## src/rtl/pwm_pkg.sv

```systemverilog
package pwm_pkg;

    // Register indices of the write port
    localparam int REG_CTRL   = 0;
    localparam int REG_PRESC  = 1;
    localparam int REG_TOP    = 2;
    localparam int REG_OUTCFG = 3;
    localparam int REG_CMP0   = 4;

    // Bit of the control write that acts as the update strobe (not stored)
    localparam int UPD_BIT = 4;

    // Global control, bit 0 is run
    typedef struct packed {
        logic drive;     // bit 3
        logic cmp_buf;   // bit 2
        logic top_buf;   // bit 1
        logic run;       // bit 0
    } ctrl_t;

    // Per-channel output slot, bit 0 is main enable
    typedef struct packed {
        logic comp_inv;  // bit 3
        logic comp_en;   // bit 2
        logic main_inv;  // bit 1
        logic main_en;   // bit 0
    } chan_cfg_t;

    // Pin level: gated pins rest at their inversion bit
    function automatic logic pin_level(input logic lvl, input logic en,
                                       input logic inv, input logic drive);
        return (drive && en) ? (lvl ^ inv) : inv;
    endfunction

endpackage

```

## src/rtl/pwm_regs.sv

```systemverilog
module pwm_regs
    import pwm_pkg::*;
#(
    parameter int NCH   = 4,
    parameter int CNT_W = 16,
    parameter int PSC_W = 16,
    parameter int AW    = 3,
    parameter int DW    = 16
) (
    input  logic                        clk,
    input  logic                        rst,
    input  logic                        wr_en,
    input  logic [AW-1:0]               wr_addr,
    input  logic [DW-1:0]               wr_data,
    input  logic                        wrap,
    output ctrl_t                       ctrl,
    output logic [PSC_W-1:0]            psc,
    output logic [CNT_W-1:0]            top_act,
    output logic [NCH-1:0][CNT_W-1:0]   cmp_act,
    output chan_cfg_t [NCH-1:0]         cfg,
    output logic                        upd
);

    localparam int CFG_W = 4 * NCH;

    logic [CNT_W-1:0]             top_hold;
    logic [NCH-1:0][CNT_W-1:0]    cmp_hold;
    logic                         load;

    assign upd  = wr_en && (wr_addr == AW'(REG_CTRL)) && wr_data[UPD_BIT];
    assign load = upd || wrap;

    always_ff @(posedge clk) begin
        if (rst) begin
            ctrl     <= '0;
            psc      <= '0;
            top_hold <= '0;
            top_act  <= '0;
            cmp_hold <= '0;
            cmp_act  <= '0;
            cfg      <= '0;
        end else begin
            if (load) begin
                top_act <= top_hold;
                cmp_act <= cmp_hold;
            end
            if (wr_en) begin
                case (wr_addr)
                    AW'(REG_CTRL):   ctrl <= ctrl_t'(wr_data[3:0]);
                    AW'(REG_PRESC):  psc  <= wr_data[PSC_W-1:0];
                    AW'(REG_TOP): begin
                        top_hold <= wr_data[CNT_W-1:0];
                        if (!ctrl.top_buf) top_act <= wr_data[CNT_W-1:0];
                    end
                    AW'(REG_OUTCFG): cfg  <= wr_data[CFG_W-1:0];
                    default: ;
                endcase
                for (int c = 0; c < NCH; c++) begin
                    if (wr_addr == AW'(REG_CMP0 + c)) begin
                        cmp_hold[c] <= wr_data[CNT_W-1:0];
                        if (!ctrl.cmp_buf) cmp_act[c] <= wr_data[CNT_W-1:0];
                    end
                end
            end
        end
    end

    // buffered thresholds stay in force until a load event
    assert_cmp_hold_R9: assert property (@(posedge clk) disable iff (rst)
        (ctrl.cmp_buf && !load) |=> $stable(cmp_act));

    // buffered top stays in force until a load event
    assert_top_hold_R9: assert property (@(posedge clk) disable iff (rst)
        (ctrl.top_buf && !load) |=> $stable(top_act));

    // unbuffered top write is in force one clock later
    assert_top_direct_R8: assert property (@(posedge clk) disable iff (rst)
        (wr_en && wr_addr == AW'(REG_TOP) && !ctrl.top_buf)
        |=> top_act == $past(wr_data[CNT_W-1:0]));

endmodule

```

## src/rtl/pwm_timebase.sv

```systemverilog
module pwm_timebase #(
    parameter int CNT_W = 16,
    parameter int PSC_W = 16
) (
    input  logic              clk,
    input  logic              rst,
    input  logic              run,
    input  logic              clr,
    input  logic [PSC_W-1:0]  psc,
    input  logic [CNT_W-1:0]  top,
    output logic [CNT_W-1:0]  cnt,
    output logic              wrap
);

    logic [PSC_W-1:0] pre;
    logic             tick;

    assign tick = run && (pre >= psc);
    assign wrap = tick && (cnt >= top);

    always_ff @(posedge clk) begin
        if (rst || clr) begin
            pre <= '0;
            cnt <= '0;
        end else if (tick) begin
            pre <= '0;
            cnt <= wrap ? '0 : cnt + 1'b1;
        end else if (run) begin
            pre <= pre + 1'b1;
        end
    end

    // stopped timebase holds
    assert_freeze_R3: assert property (@(posedge clk) disable iff (rst)
        (!run && !clr) |=> ($stable(cnt) && $stable(pre)));

    // wrap returns to zero
    assert_wrap_R2: assert property (@(posedge clk) disable iff (rst)
        (wrap && !clr) |=> cnt == '0);

    // single step per prescaler expiry
    assert_step_R2: assert property (@(posedge clk) disable iff (rst)
        (tick && !wrap && !clr) |=> cnt == $past(cnt) + 1'b1);

    // update strobe clears the timebase
    assert_clear_R10: assert property (@(posedge clk) disable iff (rst)
        clr |=> (cnt == '0 && pre == '0));

endmodule

```

## src/rtl/pwm_channel.sv

```systemverilog
module pwm_channel
    import pwm_pkg::*;
#(
    parameter int CNT_W = 16
) (
    input  logic              clk,
    input  logic              rst,
    input  logic [CNT_W-1:0]  cnt,
    input  logic [CNT_W-1:0]  thr,
    input  chan_cfg_t         cfg,
    input  logic              drive,
    output logic              out,
    output logic              out_n
);

    logic ref_lvl;

    assign ref_lvl = cnt < thr;
    assign out     = pin_level(ref_lvl,  cfg.main_en, cfg.main_inv, drive);
    assign out_n   = pin_level(!ref_lvl, cfg.comp_en, cfg.comp_inv, drive);

    // gated pins rest at their inversion bits
    assert_idle_R7: assert property (@(posedge clk) disable iff (rst)
        !drive |-> (out == cfg.main_inv && out_n == cfg.comp_inv));

    // zero threshold never activates the main pin
    assert_zero_thr_R4: assert property (@(posedge clk) disable iff (rst)
        (drive && cfg.main_en && thr == '0) |-> out == cfg.main_inv);

    // both pins enabled means they are opposite before inversion
    assert_compl_R6: assert property (@(posedge clk) disable iff (rst)
        (drive && cfg.main_en && cfg.comp_en)
        |-> ((out ^ out_n) == !(cfg.main_inv ^ cfg.comp_inv)));

endmodule

```

## src/rtl/shared_pwm_quad.sv

```systemverilog
module shared_pwm_quad
    import pwm_pkg::*;
#(
    parameter int NCH   = 4,
    parameter int CNT_W = 16,
    parameter int PSC_W = 16,
    parameter int DW    = 16,
    parameter int AW    = $clog2(REG_CMP0 + NCH)
) (
    input  logic            clk,
    input  logic            rst,
    input  logic            wr_en,
    input  logic [AW-1:0]   wr_addr,
    input  logic [DW-1:0]   wr_data,
    output logic [NCH-1:0]  pwm_out,
    output logic [NCH-1:0]  pwm_out_n
);

    ctrl_t                      ctrl;
    logic [PSC_W-1:0]           psc;
    logic [CNT_W-1:0]           top_act;
    logic [NCH-1:0][CNT_W-1:0]  cmp_act;
    chan_cfg_t [NCH-1:0]        cfg;
    logic                       upd;
    logic [CNT_W-1:0]           cnt;
    logic                       wrap;

    pwm_regs #(.NCH(NCH), .CNT_W(CNT_W), .PSC_W(PSC_W), .AW(AW), .DW(DW)) u_regs (
        .clk(clk), .rst(rst), .wr_en(wr_en), .wr_addr(wr_addr), .wr_data(wr_data),
        .wrap(wrap), .ctrl(ctrl), .psc(psc), .top_act(top_act),
        .cmp_act(cmp_act), .cfg(cfg), .upd(upd)
    );

    pwm_timebase #(.CNT_W(CNT_W), .PSC_W(PSC_W)) u_tb (
        .clk(clk), .rst(rst), .run(ctrl.run), .clr(upd), .psc(psc),
        .top(top_act), .cnt(cnt), .wrap(wrap)
    );

    for (genvar c = 0; c < NCH; c++) begin : g_ch
        pwm_channel #(.CNT_W(CNT_W)) u_ch (
            .clk(clk), .rst(rst), .cnt(cnt), .thr(cmp_act[c]), .cfg(cfg[c]),
            .drive(ctrl.drive), .out(pwm_out[c]), .out_n(pwm_out_n[c])
        );
    end

    // pins are low on the clock after reset
    assert_reset_R1: assert property (@(posedge clk)
        rst |=> (pwm_out == '0 && pwm_out_n == '0));

endmodule

```

## config.mk

```make
export PLATFORM = sky130hd
export DESIGN_NAME = shared_pwm_quad
export DESIGN_NICKNAME = d
export VERILOG_FILES = /design/src/rtl/pwm_pkg.sv /design/src/rtl/pwm_regs.sv /design/src/rtl/pwm_timebase.sv /design/src/rtl/pwm_channel.sv /design/src/rtl/shared_pwm_quad.sv
export SDC_FILE = /design/constraint.sdc
export NUM_CORES = 1
export LEC_CHECK = 0
export BUFFER_PORTS_ARGS = -buffer_cell sky130_fd_sc_hd__clkbuf_2
export CORE_ASPECT_RATIO = 1.2
export CORE_UTILIZATION = 62
export CTS_BUF_LIST = sky130_fd_sc_hd__clkbuf_4
export CTS_CLUSTER_SIZE = 28
export DETAILED_ROUTE_END_ITERATION = 10
export PLACE_DENSITY = 0.85
export SLEW_MARGIN = 20
export SYNTH_ARGS = -nofsm -noshare
export SYNTH_HDL_FRONTEND = slang
export SYNTH_SLANG_ARGS = --single-unit
```

## constraint.sdc

```tcl
create_clock -name clk -period 3.1 [get_ports clk]
set_clock_uncertainty 0.1 [all_clocks]
set_input_delay 0.62 -clock clk [delete_from_list [all_inputs] [get_ports clk]]
set_output_delay 0.62 -clock clk [all_outputs]
set_load 0.01 [all_outputs]
```

==> flow_summary.json <==
{
  "outcome": "complete, but fails checks",
  "failed_checks": "setup timing",
  "fp-row-count": 54,
  "grt_pass1_vias": 10200,
  "layoutNonFillerInstCount": 1715,
  "synth_seq_cells": 228,
  "drv_slew": 0,
  "place_inst": 1602,
  "place_area_mm2": 0.0119,
  "hold_viol_final": 0,
  "start_util": 0.633,
  "clkTransAtPathRegs_ns": 0.07,
  "setup_viol": 8,
  "die_h_um": 152,
  "via_count": 10500,
  "min_from": "rst",
  "crit_fanout": 5,
  "ys_top_cells_by_count": "nand2_1, dfxtp_1, a21oi_1, nor2_1, inv_1",
  "drc": 0,
  "io_pins": 30,
  "gr-total-overflow": 0,
  "timing_worst_setup_path_type": "reg -> out",
  "r2r_slack_ns": 0.15,
  "synth_nets": 1519,
  "area_growth_pct": 13.0,
  "cts-root-buf": "clkbuf_4",
  "hold_class": "in -> reg",
  "synthCells": 1403,
  "max_freq_mhz": 292,
  "min_to": "u_regs.top_hold[9]",
  "clock_path_buffers": 3,
  "rr_startpoint": "u_tb.cnt[13]",
  "layout-drive-gt1-share": 0.162,
  "viasPerCell": 6.10,
  "pre_cts_slack_ns": 0.117,
  "wire_per_inst_um": 19.1,
  "yosysMostFrequentCell": "nand2_1",
  "cellPowerDensity_mw_per_mm2": 461,
  "fp.dieArea_mm2": 0.0192,
  "firstDrtPassIters": 5,
  "wirelength_um": 32800,
  "synth_top_area_share": 0.395,
  "cp.required_ns": 2.38,
  "p_leak_nw": 5.61,
  "rsz0062_at_grt": "yes",
  "die_x_um": 127,
  "drt.antenna.violating_nets": 0,
  "insertion_delay_ns": 0.69,
  "utilization": 0.716,
  "nNetsFinal": 1564,
  "final_area_mm2": 0.0131,
  "syn_area_mm2": 0.0115,
  "r2r_cells": 12,
  "yosysSeqAreaShare": 0.395,
  "finalCritPeriodShare": 1.10,
  "cts_tree": "done",
  "synth_cell_types": 48,
  "htree_levels": 2,
  "portBuffers": 29,
  "slew_headroom": 0.250,
  "core_mm2": 0.0182,
  "antenna_found_initial": 1,
  "hold_path_depth": 2,
  "cts_made_buffers": 58,
  "finalPower_mw": 6.02,
  "grt_use_total": 0.342,
  "tightest_slew_ns": 1.13,
  "synthArstFlopShare": 0,
  "reg2reg_to": "u_regs.cmp_act[26]",
  "yosys.area.top_type": "dfxtp_1",
  "setup_slack_ns": -0.323,
  "crit_path_end_kind": "output pin",
  "drt_iter0_drc": 858,
  "synth_enable_flop_cells": 0,
  "dpl.hpwl_um": 20600,
  "yosys_warnings": 0,
  "vdd_drop_max_mv": 0.305,
  "finalCriticalPeriod_ns": 3.42,
  "synth_ff_type": "dfxtp_1",
  "grt_max_degree": 71,
  "maxCapViolCount": 0,
  "syn_avg_cell_area_um2": 8.23,
  "synth_area_leaders": "dfxtp_1, ha_1, nand2_1, mux2i_1, a21oi_1",
  "gp_congestion": 0.902,
  "grt_pass1_wl_um": 51100,
  "critPathLaunchType": "flip-flop",
  "clock-sinks": 228,
  "arrival_ns": 2.70
}
## where the power goes
| group | total (mW) | switching (mW) | internal, mW | leakage [nW] |
|---|---|---|---|---|
| clock | 2.48 | 1.24 | 1.24 | 0.431 |
| sequential | 3.03 | 0.0407 | 2.99 | 1.86 |
| combinational | 0.505 | 0.336 | 0.169 | 3.32 |
## metrics by stage
step,setup TNS [ns],hold slack [ns]
finish,-1.90,0.113
global route,-2.87,0.0773
CTS,-1.77,0.0734
detailed placement,0,0.346
global placement,0,0.341
floorplan,0,0.336
## metal layers
metal / vias to the layer above / share of wire / track usage
met5: - / 0 / 0
met4: 0 / 0.068 / 0.247
met3: 171 / 0.084 / 0.0720
met2: 531 / 0.47 / 0.583
met1: 4880 / 0.38 / 0.381
li1: 4872 / - / -
## sequential cells by signal, summed over array words and instances (netlist names)
register,flops
u_regs.cfg,16
u_regs.cmp_act,64
u_regs.cmp_hold,64
u_regs.ctrl,4
u_regs.psc,16
u_regs.top_act,16
u_regs.top_hold,16
u_tb.cnt,16
u_tb.pre,16
## layout by cell type, fill, tap and decap left out, types with 9 or more instances in the layout
master      n
a211oi_1   49
a21o_1     26
a21oi_1   127
a21oi_2    12
and3_1     13
buf_4      39
clkbuf_2   24
clkbuf_4   84
clkinv_1   11
dfxtp_1   209
dfxtp_2    13
ha_1       79
ha_4       15
inv_1      97
mux2i_1    87
nand2_1   290
nand2b_1    9
nand3_1    17
nand4_1    19
nor2_1     99
nor3_1     11
o21ai_0     9
o21ai_1    29
xnor2_1    14
xor2_1     20
## worst max-delay path by stage
stage                startpoint            to  slack (ns)
global placement    u_tb.cnt[9]    pwm_out[0]        0.16
detailed placement  u_tb.cnt[9]    pwm_out[0]        0.12
finish              u_tb.cnt[9]    pwm_out[3]       -0.32
floorplan           u_tb.cnt[4]  pwm_out_n[2]        0.35
global route        u_tb.cnt[9]    pwm_out[3]       -0.43
CTS                 u_tb.cnt[4]    pwm_out[3]       -0.30
## critical path, cell delays in order, from the launching register on
cell and delay, ns:
dfxtp_4 0.45, ha_4 0.23, a21o_1 0.15, a21o_1 0.16
a21oi_2 0.15, inv_1 0.07, a311oi_2 0.28, o2111ai_2 0.18
xnor2_1 0.21, buf_2 0.16
## kinds of logic after synthesis
| group | after synthesis | share of synthesized area |
|---|---|---|
| buf+inv | 189 | 0.0723 |
| mux | 87 | 0.0754 |
| xor+xnor | 34 | 0.0258 |
| simple gates | 482 | 0.176 |
| compound gates | 289 | 0.154 |
| fa+ha+maj | 94 | 0.102 |
| flops | 228 | 0.395 |
## cell type report
type / instances / area, µm²
fill: 1294 / 5190
inverter: 98 / 368
clock buffer: 84 / 631
clock inverter: 18 / 75.1
sequential: 228 / 4600
tap: 224 / 280
antenna: 1 / 2.50
timing repair buffer: 76 / 582
multi-input combinational: 986 / 6510
## timing repair
item / CTS / global route
pin swaps: 41 / 18
endpoints found under the setup margin: 8 / 20
buffers inserted: 5 / 5
gates resized for setup: 66 / 27
hold buffers: 0 / 0
endpoints found under the hold margin: 0 / 0
No activity file was read; power rests on OpenSTA's default activity.
